[src/rtl/cpu_status_reg.sv]
module cpu_status_reg #(
  parameter int W = 8
) (
  input  logic         clk,
  input  logic         rst_n,
  input  logic         op_valid,
  input  logic [1:0]   op_class,
  input  logic         opa_msb,
  input  logic         opb_msb,
  input  logic [W-1:0] result,
  input  logic         carry_out,
  input  logic         nib_carry,
  input  logic         wr_en,
  input  logic [7:0]   wr_data,
  input  logic         pwr_up,
  input  logic         wdt_clr,
  input  logic         halt,
  input  logic         wdt_tmo,
  output logic [7:0]   status,
  output logic         flag_c,
  output logic         flag_ac,
  output logic         flag_z,
  output logic         flag_ov,
  output logic         flag_pd,
  output logic         flag_to
);
  localparam logic [1:0] OP_ADD = 2'd0;
  localparam logic [1:0] OP_SUB = 2'd1;
  localparam logic [1:0] OP_LOG = 2'd2;
  localparam logic [1:0] OP_ROT = 2'd3;
  localparam int MSB = W - 1;

  logic c_q, ac_q, z_q, ov_q, pd_q, to_q;
  logic c_d, ac_d, z_d, ov_d, pd_d, to_d;
  logic arith, b_eff, cin_msb, res_zero;
  logic unused_wr_hi;

  assign unused_wr_hi = ^wr_data[7:4];
  assign arith    = op_valid && (op_class == OP_ADD || op_class == OP_SUB);
  assign b_eff    = (op_class == OP_SUB) ? ~opb_msb : opb_msb;
  assign cin_msb  = result[MSB] ^ opa_msb ^ b_eff;
  assign res_zero = (result == '0);

  always_comb begin
    c_d  = c_q;
    ac_d = ac_q;
    z_d  = z_q;
    ov_d = ov_q;
    if (arith) begin
      c_d  = carry_out;
      ac_d = nib_carry;
      z_d  = res_zero;
      ov_d = carry_out ^ cin_msb;
    end else if (op_valid && op_class == OP_LOG) begin
      z_d = res_zero;
    end else if (op_valid && op_class == OP_ROT) begin
      c_d = carry_out;
    end
    if (wr_en) {ov_d, z_d, ac_d, c_d} = wr_data[3:0];
  end

  always_comb begin
    pd_d = pd_q;
    if (pwr_up || wdt_clr) pd_d = 1'b0;
    else if (halt)         pd_d = 1'b1;
  end

  always_comb begin
    to_d = to_q;
    if (pwr_up)               to_d = 1'b0;
    else if (wdt_tmo)         to_d = 1'b1;
    else if (wdt_clr || halt) to_d = 1'b0;
  end

  always_ff @(posedge clk or negedge rst_n) begin
    if (!rst_n) begin
      {to_q, pd_q, ov_q, z_q, ac_q, c_q} <= '0;
    end else begin
      {to_q, pd_q, ov_q, z_q, ac_q, c_q} <= {to_d, pd_d, ov_d, z_d, ac_d, c_d};
    end
  end

  assign status  = {2'b00, to_q, pd_q, ov_q, z_q, ac_q, c_q};
  assign flag_c  = c_q;
  assign flag_ac = ac_q;
  assign flag_z  = z_q;
  assign flag_ov = ov_q;
  assign flag_pd = pd_q;
  assign flag_to = to_q;

  a_r7_write_loads: assert property (@(posedge clk) disable iff (!rst_n)
    wr_en |=> status[3:0] == $past(wr_data[3:0]));
  a_r7_pd_to_ignore_write: assert property (@(posedge clk) disable iff (!rst_n)
    (!pwr_up && !wdt_clr && !halt && !wdt_tmo) |=> $stable({flag_pd, flag_to}));
  a_r6_logic_keeps_carries: assert property (@(posedge clk) disable iff (!rst_n)
    (op_valid && op_class == OP_LOG && !wr_en) |=> $stable({flag_c, flag_ac, flag_ov}));
  a_r9_halt_sets_pd: assert property (@(posedge clk) disable iff (!rst_n)
    (halt && !pwr_up && !wdt_clr) |=> flag_pd);
  a_r9_clear_pd: assert property (@(posedge clk) disable iff (!rst_n)
    (pwr_up || wdt_clr) |=> !flag_pd);
  a_r10_tmo_wins: assert property (@(posedge clk) disable iff (!rst_n)
    (wdt_tmo && !pwr_up) |=> flag_to);
  a_r10_pwr_up_clears: assert property (@(posedge clk) disable iff (!rst_n)
    pwr_up |=> !flag_to);
  a_r1_reserved_zero: assert property (@(posedge clk) disable iff (!rst_n)
    status[7:6] == 2'b00);
endmodule

[config.mk]
export PLATFORM = sky130hd
export DESIGN_NAME = cpu_status_reg
export DESIGN_NICKNAME = d
export VERILOG_FILES = /design/src/rtl/cpu_status_reg.sv
export SDC_FILE = /design/constraint.sdc
export NUM_CORES = 1
export LEC_CHECK = 0
export ABC_CLOCK_PERIOD_IN_PS = 1190
export BUFFER_PORTS_ARGS = -buffer_cell sky130_fd_sc_hd__buf_2
export CORE_AREA = 2 2 39 41
export DETAILED_ROUTE_END_ITERATION = 6
export DIE_AREA = 0 0 41 43
export HOLD_SLACK_MARGIN = 0.05
export PLACE_DENSITY = 0.72
export SYNTH_ARGS = -nofsm -noshare
export SYNTH_HDL_FRONTEND = slang
export SYNTH_SLANG_ARGS = --single-unit
[constraint.sdc]
create_clock -name clk -period 1.19 [get_ports clk]
set_clock_uncertainty 0.1 [all_clocks]
set_input_delay 0.238 -clock clk [delete_from_list [all_inputs] [get_ports clk]]
set_output_delay 0.238 -clock clk [all_outputs]
set_load 0.01 [all_outputs]
# Word-level counts from Yosys, hierarchy flattened
# Cells that the tools add are included.
# Widths: inputs -> output; s select.
dict set report classes {
  n_reduce_logical 14
  mux 17
  bitwise_logic 4
  eq_ne 4
}
# operator count
set ops {}
lappend ops {{$mux 1} 17}
lappend ops {{$reduce_bool 3->1} 3}
lappend ops {{$logic_not 8->1} 1}
lappend ops {{$eq 2x2->1 const B} 2}
lappend ops {{$reduce_bool 2->1} 2}
lappend ops {{$logic_and 1x1->1} 3}
lappend ops {{$logic_or 1x1->1} 3}
lappend ops {{$ne 3x3->1 const B} 1}
lappend ops {{$xor 1x1->1} 3}
lappend ops {{$eq 2x1->1 const B} 1}
lappend ops {{$logic_not 2->1} 1}
lappend ops {{$reduce_and 2->1} 1}
lappend ops {{$not 1->1} 1}
dict set report word_totals {
  elab_cells 45
  inputBits 30
  ff_bits 6
}

# Logic depth before layout (Yosys ltp)
# Gate-level depths: netlist of run 1.
dict set report depth {
  ltp_word 6
  ltp_mapped 4
  ltp_nobuf 4
}

# Worst setup path after synthesis of run 1
# OpenSTA, ideal clock, no wires.
dict set report synth_path {
  path_type {input -> register}
  start {input op_class[0]}
  end {register ov_q, in the netlist flag_ov}
  required_ps 965
  path_stages 4
  setup_ps 125
  setup_slack_ps -17
  t_arrival_ps 982
  path_cell_list {nor2b_1 > xnor3_1 > o21ai_1 > mux2_2}
}
dict set report synth_between {
  elab_chain_cells 6
  word_cells_on_any_way 10
}
# element line_no
set synth_rtl {}
lappend synth_rtl {{from (decl)} 7} ;# input logic [1:0] op_class,
lappend synth_rtl {{$eq 2x1->1} {39, 40}}
lappend synth_rtl {{$mux 1} 40} ;# assign b_eff = (op_class == OP_SUB) ? ~opb_msb : opb_msb;
lappend synth_rtl {{$xor 1x1->1} 41} ;# assign cin_msb = result[MSB] ^ opa_msb ^ b_eff;
lappend synth_rtl {{$xor 1x1->1} 53} ;# ov_d = carry_out ^ cin_msb;
lappend synth_rtl {{$mux 1} 49} ;# if (arith) begin
lappend synth_rtl {{$mux 1} 59} ;# if (wr_en) {ov_d, z_d, ac_d, c_d} = wr_data[3:0];
lappend synth_rtl {{to (signal assigned)} 79} ;# {to_q, pd_q, ov_q, z_q, ac_q, c_q} <= {to_d, pd_d, ov_d, z_d, ac_d, c_d};
lappend synth_rtl {{to (decl)} 33} ;# logic c_q, ac_q, z_q, ov_q, pd_q, to_q;
# Several ways; a longest one is shown, not always the timed one. The select of a mux whose other input is x is not followed.
# A chain may end at the register's enable or synchronous reset.

# Worst setup path in the final report of run 1
dict set report layout_path {
  start {input carry_out}
  end {register ov_q, in the netlist flag_ov}
}
dict set report layout_between {
  elab_chain_cells 3
}
# element line_no
set layout_rtl {}
lappend layout_rtl {{from (decl)} 11} ;# input logic carry_out,
lappend layout_rtl {{$xor 1x1->1} 53}
lappend layout_rtl {{$mux 1} 49}
lappend layout_rtl {{$mux 1} 59}
# Every way passes these cells. The select of a mux whose other input is x is not followed.

==> results of run 1 <==
[registers in the layout (all words and copies together), names as in the netlist]
signal,cells
flag_c,1
flag_ov,1
flag_z,1
flag_to,1
flag_pd,1
flag_ac,1
[critical path, stage by stage]
cell     delay (ps)
buf_2           110
xnor2_1         110
xnor3_1         380
o21ai_1          60
mux2_2          250
[how the worst max path moves through the flow]
stage / to / slack [ps] / depth (start not counted)
2_1_floorplan: flag_ov / -20 / 4
3_3_place_gp: flag_ov / -170 / 5
3_5_place_dp: flag_ov / -200 / 5
4_1_cts: flag_ov / 60 / 5
5_1_grt: flag_ov / 40 / 5
6_report: flag_ov / 60 / 5
[cell usage in the layout (no fill, tap or decap), types with 2 or more instances in the layout]
| cell type | netlist | layout |
|---|---|---|
| clkbuf_4 | 0 | 3 |
| dfrtp_1 | 6 | 6 |
| nor3_1 | 2 | 2 |
| nand2_1 | 3 | 3 |
| nor2_1 | 4 | 4 |
| o21ai_1 | 1 | 2 |
| xnor2_1 | 2 | 2 |
| buf_2 | 0 | 37 |
| a21oi_1 | 2 | 2 |
| conb_1 | 1 | 2 |
| mux2_2 | 3 | 3 |
[per-layer routing]
layer / track usage [%] / vias up
met5: 0 / -
met2: 18.1 / 26
met4: 2.00 / 0
met1: 9.80 / 165
li1: - / 208
met3: 6.28 / 0
[kinds of logic (layout without fill, tap and decap cells)]
kind of cell              count (synthesis)  after routing  synth area share, %
and+or+nand+nor                          14             14                 17.3
other                                     1              2                0.928
AOI/OAI and AO/OA                         6              6                 8.05
buffers and inverters                     9             43                 15.8
muxes                                     4              4                 10.8
xor gates and xnor gates                  3              3                 9.91
DFF                                       6              6                 37.2
[repair_timing]
item	4_1_cts	5_1_grt
hold buffers	1	0
endpoints found under the hold margin	6	0
setup endpoints to repair	0	0
[power by group through the flow]
| stage | sequential (mW) | combinational [mW] | clock, mW |
|---|---|---|---|
| 2_1_floorplan | 0.246 | 0.104 | 0 |
| 4_1_cts | 0.234 | 0.182 | 0.199 |
| 6_report | 0.234 | 0.180 | 0.185 |
| 3_5_place_dp | 0.237 | 0.179 | 0 |
| 5_1_grt | 0.236 | 0.203 | 0.216 |
| 3_3_place_gp | 0.236 | 0.176 | 0 |
[Yosys cell counts]
master and number:
nor2b_1 1, mux2_2 3, o21ai_1 1, dfrtp_1 6
xnor3_1 1, nor3_1 2, conb_1 1, nand2_1 3
a21boi_0 1, o21ai_0 2, nor3b_1 1, nand4_1 1
nor4_1 1, or2b_1 1, inv_1 1, buf_4 8
xnor2_1 2, nor2_1 4, mux2i_1 1, a21oi_1 2
[area by class of cell]
type | count | area, µm² | area share [%]
clock buffer | 3 | 22.5 | 3.80
inverter | 1 | 3.75 | 0.633
multi-input combinational | 29 | 194 | 32.7
sequential | 6 | 150 | 25.3
tap | 16 | 20.0 | 3.38
timing repair buffer | 39 | 203 | 34.2
==> run metrics, run 1 <==
status finished clean; Hold Path Class in -> reg; Sw Ratio 26.8%; combinational power share 30.0%; Seq/Total Area, Yosys 37.2%; Wirelength per Cell around 9.3 µm; post-layout util 42.9%; FF-to-FF End flag_c; Setup crit end kind flop; post-route ant nets 0; Post-Syn Area 404 µm²; Num CTS Buffers 3; Setup TNS 0 ps; Max Used Layer met3; post-placement cell count 90; Sw Pwr 0.161 mW; Int Pwr approximately 0.44 mW; met2 wire length about 400 µm; synth-to-layout area growth 46.7%; starting density of the core approximately 29%; RSZ-0062 raised after global routing no; fin crit share 94.9%; first-pass GRT wire length 1210 µm; Pins Over Slew Limit 0; clock sink count 6; Yosys Warn Count 0; maximum fanout along the worst path 2; first-pass iteration count of the detailed router 2; Placed Area 561 µm²; worst setup margin 60.5 ps; CTS tree done; setup slack, reg-to-reg 80 ps; worst min-delay path startpoint pwr_up; H-tree depth 1; 1st-iter DRT viols 10; Final HPWL DP 741 µm; final hold violations 0; top post-synthesis cells by area dfrtp_1 (37%), buf_4 (15%), mux2_2 (8.4%); dpl ws -200 ps; met3 WL between 100 and 150 µm; Resized cells post-CTS 0; post-route minimum period around 1100 ps; WHS 63.9 ps; synth unique cells 20; flops & latches, synth 6; WHS Path Cells 2; CTS root buffer clkbuf_4; reg2reg start flag_c; # fillers about 140; ant diodes 0; Worst Path Class, Setup in -> reg; Die Wd 41 µm; Reg power frac approximately two fifths; nets 110; design area 593 µm²; clk slew on worst S/H paths ~50 ps; Power Total 0.598 mW; hold path endpoint flag_to; number of antenna violations at the first check in global routing 0; M1 wire length 352 µm; Syn Area/Cell between 9 and 10 µm²; Ports between 40 and 50; CTS Buffer Depth 2; largest net degree at the start of global routing 8; worst vdd ir about 0.00056 V; global route total overflow 0; layout cell share with drive strength beyond 1 56.4%; CP required 1210 ps; Yosys top cell area share 37.2%; Setup violations, final 0; Pwr Density 1010 mW/mm²; clock share of power 30.9%; worst setup path start carry_out; vias per std cell between 4 and 5; worst endpoint data arrival time between 1000 and 1500 ps; Syn Inst Count 43; die height 43 µm; worst skew pair latency approximately 240 ps; vias in the first global route 338; final non-filler cell total 94; die area about 0.0018 mm²; global-route usage over all layers between 10% and 20%; Total Routed Length 872 µm; Core Area between 0.001 and 0.0015 mm²; Static Leak 0.336 nW; DRC 0; # Post-CTS Setup Buffers 0; Max Cap Viol 0; Synth area leader dfrtp_1; RD Place Congestion 0.600; IO buf count 37; Max Freq about 890 MHz; R2R depth 2; FP Rows 14; Setup crit start kind input pin; DR vias 399
Note: power is estimated with default switching activity, not from simulation.
==> inputs of run 2 (changes only) <==
==> config.mk (replaced) <==
export PLATFORM = sky130hd
export DESIGN_NAME = cpu_status_reg
export DESIGN_NICKNAME = d
export VERILOG_FILES = /design/src/rtl/cpu_status_reg.sv
export SDC_FILE = /design/constraint.sdc
export NUM_CORES = 1
export LEC_CHECK = 0
export ABC_AREA = 1
export ABC_CLOCK_PERIOD_IN_PS = 1190
export BUFFER_PORTS_ARGS = -buffer_cell sky130_fd_sc_hd__buf_2
export CORE_UTILIZATION = 35
export DETAILED_ROUTE_END_ITERATION = 6
export HOLD_SLACK_MARGIN = 0.05
export PLACE_DENSITY = 0.77
export SYNTH_ARGS = -nofsm -noshare
export SYNTH_HDL_FRONTEND = slang
export SYNTH_SLANG_ARGS = --single-unit
==> run 2 against run 1 <==
Synthesized cell count up 74%. Register-to-register slack better by 270 ps. Critical path depth down 4. Die area down 14%. Final area up 10%. Setup slack better by 18 ps.
==> run metrics, run 2 <==
CP required 850 ps (was 1210 ps); IO buf count 37 (unchanged); CP bufs+invs 1 (unchanged); Core Area 0.00119 mm² (was 0.00138 mm²); grt met1 use 14.8% (was 9.80%); Pwr Density 934 mW/mm² (was 1010 mW/mm²); layout cell share with drive strength beyond 1 44.0% (was 56.4%); worst skew pair latency 240 ps (about the same); Total Routed Length 965 µm (was 872 µm); Setup crit end kind output pin (was flop); design area 654 µm² (was 593 µm²); FP Rows 12 (was 14); Num CTS Buffers 3 (unchanged); largest net degree at the start of global routing 7 (was 8); Syn Inst Count 75 (was 43); ant diodes 0 (unchanged); worst endpoint data arrival time 770 ps (was 1150 ps); Synth area leader dfrtp_1 (unchanged); vias in the first global route 391 (was 338); Die Wd 38.9 µm (was 41 µm); Pins Over Slew Limit 0 (unchanged); H-tree depth 1 (unchanged); Hold Path Class in -> reg (unchanged); most common cell in the netlist nand2_1 (was buf_4); Setup violations, final 0 (unchanged); RSZ-0062 raised after global routing no (unchanged); CTS Buffer Depth 2 (unchanged); met2 Usage GRT 23.8% (was 18.1%); worst vdd ir 0.000395 V (was 0.000556 V); clk slew on worst S/H paths 50 ps (about the same); Static Leak 0.406 nW (was 0.336 nW); post-route minimum period 1110 ps (was 1130 ps); ys async rst share 100% (unchanged); Max Freq 900 MHz (was 885 MHz); 1st-iter DRT viols 11 (was 10); Worst Path Class, Setup reg -> out (was in -> reg); main combinational cell family by area after synthesis simple AND/OR/NAND/NOR gates (unchanged); DR vias 537 (was 399); vias per std cell 4.37 (was 4.24); fin crit share 93.4% (was 94.9%); compound-gate portion of the synthesized area 5.26% (was 8.05%); die area 0.00151 mm² (was 0.00176 mm²); XOR/XNOR share of the synthesized area 0% (was 9.91%); Yosys Warn Count 0 (unchanged); Setup crit start kind flop (was input pin); Syn Area/Cell 6.34 µm² (was 9.40 µm²); Post-Syn Area 475 µm² (was 404 µm²); max incr delay on CP 390 ps (was 380 ps); cells along the critical path buf_2 (was buf_2, xnor2_1, xnor3_1, o21ai_1, mux2_2); GR peak layer met2 (unchanged); post-route ant nets 0 (unchanged); CTS root buffer clkbuf_4 (unchanged); Final HPWL DP 835 µm (was 741 µm); Synth Area in Simple Gates 41.1% (was 17.3%); maximum fanout along the worst path 3 (was 2); Yosys top cell area share 31.6% (was 37.2%); Max stage delay cell, worst path dfrtp_1 (was xnor3_1); Placed Area 622 µm² (was 561 µm²); clock sink count 6 (unchanged); synth-to-layout area growth 37.6% (was 46.7%); Max Cap Viol 0 (unchanged); Post-synth EDFFs 0 (unchanged); Wirelength per Cell 7.85 µm (was 9.28 µm); status finished clean (unchanged); Power Total 0.611 mW (was 0.598 mW); first-pass GRT wire length 1400 µm (was 1210 µm); Crit path max-delay family flip-flops (was XOR/XNOR gates); commonest non-fill, non-tap cell in the layout buf_2 (unchanged); number of antenna violations at the first check in global routing 0 (unchanged); # Post-CTS Setup Buffers 0 (unchanged); starting density of the core 40.1% (was 29.2%); global route total overflow 0 (unchanged); nets 141 (was 110); top post-synthesis cells by count nand2_1 (19), nor2_1 (13), buf_4 (8), inv_1 (7), nand3_1 (7) (was buf_4 (8), dfrtp_1 (6), nor2_1 (4), mux2_2 (3), nand2_1 (3)); most common flop cell mapped by yosys dfrtp_1 (unchanged); area share of fa/ha/maj cells after synthesis 0% (unchanged); Ports 44 (unchanged); DRC 0 (unchanged); CTS tree done (unchanged); grt met3 use 3.47% (was 6.28%); global-route usage over all layers 14.0% (was 10.4%); Seq/Total Area, Yosys 31.6% (was 37.2%); first-pass iteration count of the detailed router 4 (was 2); RD Place Congestion 0.725 (was 0.600); final hold violations 0 (unchanged); flops & latches, synth 6 (unchanged); Setup TNS 0 ps (unchanged); top post-synthesis cells by area dfrtp_1 (32%), nand2_1 (15%), buf_4 (13%) (was dfrtp_1 (37%), buf_4 (15%), mux2_2 (8.4%)); most frequent cells in the layout buf_2 (37), nand2_1 (19), nor2_1 (13), inv_1 (7), nand3_1 (7) (was buf_2 (37), dfrtp_1 (6), nor2_1 (4)); die height 38.9 µm (was 43 µm); multiplexer area fraction after synthesis 0% (was 10.8%); synth unique cells 16 (was 20)
## run 2: cell count changes after synthesis, sizes merged, moves of 2 or more
cell   previous run  this run
mux2              3         0
nor2              4        13
nand2             3        22
xnor2             2         0
o21ai             3         1
inv               1        11
nand3             0         8
## run 2: routing by layer
metal	part of all wire, %	up-vias
li1	-	293
met2	47	24
met1	44	218
met5	0	-
met3	7.4	2
met4	0.83	0
## run 2: path summary, 6_finish.rpt
kind | from | endpoint | slack, ps | cells after the start
worst max-delay path | flag_ov | status[3] | 80 | 1
worst min-delay path | pwr_up | flag_to | 90 | 2
worst max register to register | flag_ov | flag_ov | 350 | 4
worst min register to register | flag_pd | flag_pd | 420 | 2
max in group asynchronous | rst_n | flag_z | 600 | 2
min in group asynchronous | rst_n | flag_ac | 240 | 2
## run 2: cell type report
| class | count | area, µm² |
|---|---|---|
| Timing Repair Buffer | 38 | 195 |
| Inverter | 11 | 41.3 |
| Sequential cell | 6 | 150 |
| Multi-Input combinational cell | 51 | 228 |
| Clock buffer | 3 | 22.5 |
| Fill cell | 128 | 532 |
| Tap cell | 14 | 17.5 |
## run 2: through the flow
step,std cells,hold slack (ps),util [%],worst slack [ps]
after CTS,123,88.2,55.2,68.5
after global routing,123,94.0,55.2,43.4
after global placement,119,-34.9,52.4,208
after detailed placement,119,-34.5,52.4,193
after floorplan,76,-158,-,299
final,123,90.7,55.2,78.6
## run 2: repair_timing
action	CTS	global route
resized for setup	0	0
endpoints found under the hold margin	6	0
hold buffers	1	0
endpoints found under the setup margin	0	0
## run 2: logic make-up (layout without fill, tap and decap cells)
logic type             count (synthesis)  count (layout)
and+or+nand+nor                       45              45
buffers and inverters                 19              52
DFF                                    6               6
other                                  1               2
AOI/OAI and AO/OA                      4               4
## run 2: power breakdown
part	internal, mW	total [mW]	switching [mW]
logic	0.0861	0.186	0.100
registers	0.223	0.235	0.0119
clock network	0.114	0.190	0.0754
==> inputs of run 3 (changes only) <==
--- a/config.mk
+++ b/config.mk
@@ -12,6 +12,7 @@
 export DETAILED_ROUTE_END_ITERATION = 6
 export HOLD_SLACK_MARGIN = 0.05
 export PLACE_DENSITY = 0.77
+export SETUP_SLACK_MARGIN = 0.5
 export SYNTH_ARGS = -nofsm -noshare
 export SYNTH_HDL_FRONTEND = slang
 export SYNTH_SLANG_ARGS = --single-unit
==> run 3 against run 2 <==
Wire length is 18% higher. Sequential share of layout area down 2.7 points. Final area rose by 14%. Final cell count increased by 5.7%. Global-route usage is 4.4 points higher. Count of clock-buffer cells in the layout did not move. Critical path depth is the same. Die area unchanged. Sequential cell count unchanged. Core utilization up 7.5 points. Sequential power barely moved. Largest cell class is now buffers.
==> run metrics, run 3 (synthesis results as in run 2) <==
CTS root buffer clkbuf_4 (unchanged); Static Leak 0.446 nW (was 0.406 nW); layout cell share with drive strength beyond 1 50.9% (was 44.0%); Worst Path Class, Setup reg -> out (unchanged); Hold Path Class in -> reg (unchanged); R2R depth 4 (unchanged); Max stage delay cell, worst path dfrtp_1 (unchanged); die area 0.00151 mm² (unchanged); worst endpoint data arrival time 770 ps (about the same); largest net degree at the start of global routing 7 (unchanged); worst setup margin 80.6 ps (was 78.6 ps); FF-to-FF End flag_c (was flag_ov); Core Area 0.00119 mm² (unchanged); Wirelength per Cell 8.74 µm (was 7.85 µm); CTS tree done (unchanged); Crit path max-delay family flip-flops (unchanged); setup slack, reg-to-reg 180 ps (was 350 ps); Setup violations, final 0 (unchanged); status finished clean (unchanged); Setup crit end kind output pin (unchanged); worst skew pair latency 240 ps (about the same); RSZ-0062 raised after global routing yes (was no); Setup crit start kind flop (unchanged); post-route ant nets 0 (unchanged); CP required 850 ps (about the same); global route total overflow 0 (unchanged); FP Rows 12 (unchanged); post-layout util 62.7% (was 55.2%); Setup TNS 0 ps (unchanged); clock sink count 6 (unchanged); final hold violations 0 (unchanged); Max Cap Viol 0 (unchanged); worst min-delay path startpoint pwr_up (unchanged); first-pass iteration count of the detailed router 4 (unchanged); DR vias 602 (was 537); CTS Buffer Depth 2 (unchanged); dpl ws 171 ps (was 193 ps); hold path endpoint flag_to (unchanged); global-route usage over all layers 18.4% (was 14.0%); nets 148 (was 141); 1st-iter DRT viols 10 (was 11); vias in the first global route 517 (was 391); Pins Over Slew Limit 0 (unchanged); Max Freq 901 MHz (was 900 MHz); RD Place Congestion 0.788 (was 0.725); post-route minimum period 1110 ps (about the same); WHS Path Cells 2 (unchanged); first-pass GRT wire length 1900 µm (was 1400 µm); fin crit share 93.2% (was 93.4%); IO buf count 37 (unchanged); H-tree depth 1 (unchanged); synth-to-layout area growth 56.3% (was 37.6%); most frequent cells in the layout buf_2 (37), nand2_1 (19), nor2_1 (11), inv_1 (7) (was buf_2 (37), nand2_1 (19), nor2_1 (13), inv_1 (7), nand3_1 (7)); die height 38.9 µm (unchanged); Die Wd 38.9 µm (unchanged); Num CTS Buffers 3 (unchanged); WHS 102 ps (was 90.7 ps); maximum fanout along the worst path 3 (unchanged); ant diodes 0 (unchanged); cells along the critical path buf_2 (unchanged); Pwr Density 886 mW/mm² (was 934 mW/mm²); starting density of the core 40.1% (unchanged); Ports 44 (unchanged); vias per std cell 4.63 (was 4.37); reg2reg start flag_c (was flag_ov); number of antenna violations at the first check in global routing 0 (unchanged); Final HPWL DP 879 µm (was 835 µm); commonest non-fill, non-tap cell in the layout buf_2 (unchanged); DRC 0 (unchanged); worst vdd ir 0.000329 V (was 0.000395 V); max incr delay on CP 390 ps (about the same); # fillers 97 (was 128); clk slew on worst S/H paths 40 ps (was 50 ps); CP bufs+invs 1 (unchanged); Total Routed Length 1140 µm (was 965 µm)
[run 3: what timing repair did]
action                     4_1_cts  5_1_grt
gates resized for setup          3        6
hold endpoints to repair         6        0
setup endpoints to repair       18       18
buffers inserted                 5        2
hold buffers                     1        0
pin swaps                        3        4
[run 3: final cells by class]
class / count / area [µm²] / area share [%]
Sequential cell: 6 / 150 / 20.2
Inverter: 11 / 43.8 / 5.89
Clock buffer: 3 / 22.5 / 3.03
Multi-Input combinational cell: 51 / 246 / 33.2
Tap cell: 14 / 17.5 / 2.36
Timing Repair Buffer: 45 / 263 / 35.4
[run 3: how the worst max path moves through the flow]
stage	start	to	slack (ps)	depth (start not counted)
floorplan	flag_c	status[0]	310	1
CTS	flag_ov	flag_ov	80	1
finish	flag_ov	flag_ov	80	1
global placement	op_class[1]	flag_ov	190	9
detailed placement	op_class[1]	flag_ov	170	9
global route	flag_ov	flag_ov	50	1
[run 3: layer usage]
layer  routed length, µm  global-route usage, %
met2                 589                   35.0
met3                  62                   1.73
met4                  24                   12.9
met1                 460                   18.2
met5                   0                      0
[run 3: worst register-to-register path: stages, from the launching register on]
cell and delay, ps:
dfrtp_1 380, buf_4 140, buf_4 120, a21oi_2 110, nor2_1 50
[run 3: metrics by stage]
stage | std cells | power (mW) | cell area [µm²]
6_report | 130 | 0.659 | 743
5_1_grt | 130 | 0.706 | 743
4_1_cts | 128 | 0.641 | 707
3_5_place_dp | 119 | 0.426 | 624
3_3_place_gp | 119 | 0.419 | 624
2_1_floorplan | 76 | 0.372 | 504
[run 3: where the power goes]
group | leakage [nW] | internal, mW | switching (mW) | total, mW
combinational | 0.359 | 0.124 | 0.118 | 0.243
sequential | 0.0733 | 0.224 | 0.0137 | 0.237
clock | 0.0138 | 0.114 | 0.0652 | 0.179
total | 0.446 | 0.462 | 0.197 | 0.659
